File: src/rtl/llsc_pkg.sv
package llsc_pkg;

  typedef enum logic [1:0] {
    OP_LOAD  = 2'b00,
    OP_STORE = 2'b01,
    OP_LINK  = 2'b10,
    OP_COND  = 2'b11
  } memOp_t;

  typedef struct packed {
    logic accept;
    logic memWrite;
    logic captureRead;
    logic condPass;
  } ctrlStrobe_t;

endpackage

File: src/rtl/llsc_ctrl.sv
module llsc_ctrl
  import llsc_pkg::*;
#(
  parameter int NUM_REQ = 3,
  parameter int ADDR_W  = 4,
  localparam int IDX_W  = (NUM_REQ > 1) ? $clog2(NUM_REQ) : 1
) (
  input  logic                        clk,
  input  logic                        rstN,
  input  logic [NUM_REQ-1:0]          reqValid,
  input  logic [2*NUM_REQ-1:0]        reqOp,
  input  logic [ADDR_W*NUM_REQ-1:0]   reqAddr,
  output logic [NUM_REQ-1:0]          grant,
  output logic [IDX_W-1:0]            selIdx,
  output ctrlStrobe_t                 strobe
);

  logic                found;
  memOp_t              selOp;
  logic [ADDR_W-1:0]   selAddr;
  logic                ownHit;
  logic [NUM_REQ-1:0]  resValid;
  logic [ADDR_W-1:0]   resAddr [NUM_REQ];

  // Fixed priority: the lowest index wins
  always_comb begin
    grant  = '0;
    selIdx = '0;
    found  = 1'b0;
    for (int i = 0; i < NUM_REQ; i++) begin
      if (reqValid[i] && !found) begin
        grant[i] = 1'b1;
        selIdx   = IDX_W'(i);
        found    = 1'b1;
      end
    end
  end

  assign selOp   = memOp_t'(reqOp[int'(selIdx)*2 +: 2]);
  assign selAddr = reqAddr[int'(selIdx)*ADDR_W +: ADDR_W];
  assign ownHit  = resValid[selIdx] && (resAddr[selIdx] == selAddr);

  always_comb begin
    strobe.accept      = found;
    strobe.condPass    = found && (selOp == OP_COND) && ownHit;
    strobe.memWrite    = found && ((selOp == OP_STORE) || ((selOp == OP_COND) && ownHit));
    strobe.captureRead = found && ((selOp == OP_LOAD) || (selOp == OP_LINK));
  end

  // One reservation entry per requester
  for (genvar g = 0; g < NUM_REQ; g++) begin : gResv
    always_ff @(posedge clk) begin
      if (!rstN) begin
        resValid[g] <= 1'b0;
        resAddr[g]  <= '0;
      end else if (grant[g] && (selOp == OP_LINK)) begin
        resValid[g] <= 1'b1;
        resAddr[g]  <= selAddr;
      end else if (grant[g] && (selOp == OP_COND)) begin
        resValid[g] <= 1'b0;
      end else if (!grant[g] && strobe.memWrite && (resAddr[g] == selAddr)) begin
        resValid[g] <= 1'b0;
      end
    end
  end

endmodule

File: src/rtl/llsc_datapath.sv
module llsc_datapath
  import llsc_pkg::*;
#(
  parameter int NUM_REQ = 3,
  parameter int ADDR_W  = 4,
  parameter int DATA_W  = 16,
  localparam int IDX_W  = (NUM_REQ > 1) ? $clog2(NUM_REQ) : 1,
  localparam int DEPTH  = 1 << ADDR_W
) (
  input  logic                        clk,
  input  logic                        rstN,
  input  ctrlStrobe_t                 strobe,
  input  logic [IDX_W-1:0]            selIdx,
  input  logic [ADDR_W*NUM_REQ-1:0]   reqAddr,
  input  logic [DATA_W*NUM_REQ-1:0]   reqWdata,
  output logic [DATA_W-1:0]           rdData,
  output logic                        scOk
);

  logic [DATA_W-1:0] mem [DEPTH];
  logic [ADDR_W-1:0] selAddr;
  logic [DATA_W-1:0] selWdata;

  assign selAddr  = reqAddr[int'(selIdx)*ADDR_W +: ADDR_W];
  assign selWdata = reqWdata[int'(selIdx)*DATA_W +: DATA_W];

  for (genvar w = 0; w < DEPTH; w++) begin : gWord
    always_ff @(posedge clk) begin
      if (!rstN) begin
        mem[w] <= '0;
      end else if (strobe.memWrite && (selAddr == ADDR_W'(w))) begin
        mem[w] <= selWdata;
      end
    end
  end

  always_ff @(posedge clk) begin
    if (!rstN) begin
      rdData <= '0;
      scOk   <= 1'b0;
    end else begin
      scOk <= strobe.condPass;
      if (strobe.captureRead) begin
        rdData <= mem[selAddr];
      end
    end
  end

endmodule

File: src/rtl/llsc_monitor.sv
module llsc_monitor
  import llsc_pkg::*;
#(
  parameter int NUM_REQ = 3,
  parameter int ADDR_W  = 4,
  parameter int DATA_W  = 16
) (
  input  logic                        clk,
  input  logic                        rstN,
  input  logic [NUM_REQ-1:0]          reqValid,
  input  logic [2*NUM_REQ-1:0]        reqOp,
  input  logic [ADDR_W*NUM_REQ-1:0]   reqAddr,
  input  logic [DATA_W*NUM_REQ-1:0]   reqWdata,
  output logic [NUM_REQ-1:0]          ready,
  output logic [DATA_W-1:0]           rdData,
  output logic                        scOk
);

  localparam int IDX_W = (NUM_REQ > 1) ? $clog2(NUM_REQ) : 1;

  ctrlStrobe_t      strobe;
  logic [IDX_W-1:0] selIdx;

  llsc_ctrl #(.NUM_REQ(NUM_REQ), .ADDR_W(ADDR_W)) u_ctrl (
    .clk      (clk),
    .rstN     (rstN),
    .reqValid (reqValid),
    .reqOp    (reqOp),
    .reqAddr  (reqAddr),
    .grant    (ready),
    .selIdx   (selIdx),
    .strobe   (strobe)
  );

  llsc_datapath #(.NUM_REQ(NUM_REQ), .ADDR_W(ADDR_W), .DATA_W(DATA_W)) u_dp (
    .clk      (clk),
    .rstN     (rstN),
    .strobe   (strobe),
    .selIdx   (selIdx),
    .reqAddr  (reqAddr),
    .reqWdata (reqWdata),
    .rdData   (rdData),
    .scOk     (scOk)
  );

endmodule

File: config.mk
export PLATFORM = sky130hd
export DESIGN_NAME = llsc_monitor
export DESIGN_NICKNAME = d
export VERILOG_FILES = /design/src/rtl/llsc_pkg.sv /design/src/rtl/llsc_ctrl.sv /design/src/rtl/llsc_datapath.sv /design/src/rtl/llsc_monitor.sv
export SDC_FILE = /design/constraint.sdc
export NUM_CORES = 1
export LEC_CHECK = 0
export BUFFER_PORTS_ARGS = -buffer_cell sky130_fd_sc_hd__buf_2
export CELL_PAD_IN_SITES_DETAIL_PLACEMENT = 1
export CELL_PAD_IN_SITES_GLOBAL_PLACEMENT = 2
export CORE_UTILIZATION = 43
export DETAILED_ROUTE_END_ITERATION = 10
export GPL_TIMING_DRIVEN = 0
export MAX_ROUTING_LAYER = met4
export PLACE_DENSITY = 0.77
export SLEW_MARGIN = 40
export SYNTH_ARGS = -nofsm -noshare
export SYNTH_HDL_FRONTEND = slang
export SYNTH_SLANG_ARGS = --single-unit
File: constraint.sdc
create_clock -name clk -period 5.5 [get_ports clk]
set_clock_uncertainty 0.05 [all_clocks]
set_input_delay 0.275 -clock clk [delete_from_list [all_inputs] [get_ports clk]]
set_output_delay 0.275 -clock clk [all_outputs]
set_load 0.05 [all_outputs]
==> results.tsv <==
metric	value	unit
CP required	5.67	ns
Pleak	5.792	nW
Port Buffers	90	
Initial Util	43.83	%
Row Count	66	
CP max FO	10	
Final Net Count	1323	
die height	184.6	um
syn avg cell area	13.01	sq um
DR iter-0 viols	937	
dpl cells	1658	
fin area	17110	sq um
final WL	51.02	mm
number of global-route vias before repair	11118	
drt pass-1 iters	5	
GR Overflow Total	0	
worst setup path end	u_dp.mem[3][14]	
Final Hold Viols	0	
register area share after synthesis	58.94	%
worst rel slew slack	39.86	%
CP Cell Sequence	buf_2, buf_4, o21bai_1, a221o_1, buf_2, buf_1, nand2_1, o31ai_4, buf_4	
part of the cycle the worst path needs	67.63	%
Ports	91	
pwr/cell area	350.7	nW/um^2
maximum VDD drop	0.0002429	V
clock root buffer	clkbuf_16	
Final Setup Violations	0	
worst skew pair latency	0.52	ns
f_max	268.8	MHz
Post-Synthesis Cell Area	14330	sq um
Avg WL per Cell	29.66	um
first-pass GRT wire length	75.01	mm
Ys Warns	0	
initial antenna violation count	0	
Placed Area	15870	sq um
via count	10739	
DIE WIDTH	184.6	um
commonest cells after routing, fill and taps aside	edfxtp_1, nor3_1, buf_2	
detailed placement HPWL	37.05	mm
DIE AREA	34070	sq um
Worst Max-Slew Pin Slew	0.8926	ns
Setup crit end kind	flop	
Inserted Clock Buffers	34	
Reg2Reg Capture Point	u_dp.mem[8][9]	
cts hold-fix bufs	0	
Final Non-Filler Cells	1720	
Yosys cell types	56	
R2R cell count	9	
Worst Path Arrival	3.89	ns
# Post-CTS Setup Buffers	0	
Max Cap Violations	0	
Post-synth EDFFs	268	
outcome	complete, no violations	
r2r startpoint	u_ctrl.resAddr[2][2]	
post-place setup slack	1.340	ns
Seq cells post-synth	288	
DR vias/cell	6.244	
synthesis-to-layout area growth	19.36	%
min Tclk post-route	3.720	ns
worst hold-check path type	input pin to flop	
commonest non-fill, non-tap cell in the layout	edfxtp_1	
clock-pin slew on the worst setup and hold paths	0.06	ns
Bufs on Longest Clock Path	3	
critical path type	input pin to flop	
Worst Hold Margin	0.09406	ns
CP startpoint	reqValid[2]	
async set-reset flop share out of synthesis	0	%
HP Start	reqOp[0]	
GPL Wtd Cong	0.8777	
DRC	0	
core area	32700	sq um
CTS Sinks	288	
crit-path max cell delay	0.67	ns
largest net degree at the start of global routing	15	
slowest cell on the critical path	o31ai_4	
unrepaired setup endpoints after global routing	false	
Post-Syn Nets	1173	
Mapped Cells	1102	
ratio of cells with drive above 1 in the final layout	29.42	%
Post-DRT Antenna Nets	0	
# resized after CTS	0	
Critical Path Source Type	input pin	
reg2reg setup slack	1.91	ns
final slew viol count	0	
diode count	0	
setup slack after layout	1.780	ns
H-Tree Depth	2	
TritonCTS clock tree	yes	
GR Util All Layers	31.81	%
most used flip-flop cell after synthesis	edfxtp_1	
sequential cells by signal, indices dropped and copies added, names as in the netlist:
| signal | flops |
|---|---|
| u_dp.mem | 256 |
| u_ctrl.resValid | 3 |
| u_dp.rdData | 16 |
| u_ctrl.resAddr | 12 |
| u_dp.scOk | 1 |
metrics by stage:
step	power, mW	util, %	TNS, ns
6_report	6.000	52.31	0
5_1_grt	6.137	52.31	0
4_1_cts	6.007	52.29	0
3_5_place_dp	3.517	48.52	0
3_3_place_gp	3.452	46.90	-42.17
2_1_floorplan	3.109	-	0
layout make-up:
cell class | instances | area (sq um)
fill | 3344 | 15590
multi-input combinational | 688 | 5575
clock buffer | 35 | 854.6
clock inverter | 27 | 379.1
inverter | 4 | 15.01
sequential | 288 | 8448
timing repair buffer | 114 | 675.6
buffer | 122 | 606.8
tap | 442 | 553.0
logic make-up (layout without fill, tap and decap cells):
group	count (synthesis)	after routing	synth area share (%)
AND/OR/NAND/NOR	400	400	17.46
flip-flops	288	288	58.94
AO/OA/AOI/OAI	167	167	8.250
buffers and inverters	126	302	4.199
multiplexers	108	108	10.35
XOR/XNOR	13	13	0.7944
worst min-delay path by stage:
stage / to / slack [ns] / depth (start not counted)
CTS: u_ctrl.resValid[0] / 0.08 / 3
finish: u_ctrl.resValid[0] / 0.09 / 3
global route: u_ctrl.resValid[0] / 0.13 / 3
floorplan: u_ctrl.resValid[0] / 0.45 / 2
global placement: u_dp.rdData[3] / 0.49 / 2
detailed placement: u_dp.rdData[3] / 0.48 / 2
where the power goes:
| group | switching, mW | leakage, nW | internal, mW | total [mW] |
|---|---|---|---|---|
| Sequential | 0.0304 | 3.03 | 2.48 | 2.51 |
| Clock | 0.949 | 0.609 | 1.57 | 2.51 |
| Combinational | 0.711 | 2.15 | 0.268 | 0.979 |
| Total | 1.69 | 5.79 | 4.31 | 6.00 |
layer usage:
metal | GRT usage (%) | wire [um]
met5 | - | 0
met4 | 9.800 | 1456
met3 | 3.675 | 3438
met2 | 52.23 | 25020
met1 | 41.34 | 21110
critical path: cells and delay by family:
family	cells	cell delay, ns
AOI/OAI and AO/OA	3	1.49
buffers and inverters	5	1.65
and+or+nand+nor	1	0.45
Yosys cell counts, types with 17 or more instances:
| library cell | n | share of area [%] |
|---|---|---|
| dfxtp_1 | 20 | 2.8 |
| nor3_1 | 166 | 5.8 |
| nand2b_1 | 17 | 0.74 |
| o31ai_1 | 18 | 0.94 |
| nand2_1 | 71 | 1.9 |
| nor4_2 | 71 | 6.2 |
| nor4_1 | 22 | 0.96 |
| o21a_1 | 17 | 0.89 |
| mux2i_1 | 74 | 5.2 |
| clkbuf_1 | 62 | 1.6 |
| edfxtp_1 | 268 | 56 |
| mux4_2 | 32 | 5.0 |
| buf_2 | 40 | 1.4 |
| a31oi_1 | 19 | 0.83 |
| nor2_1 | 28 | 0.73 |
| o22ai_1 | 17 | 0.74 |
| o21ai_0 | 30 | 1.0 |
(Power assumes the default switching activity.)
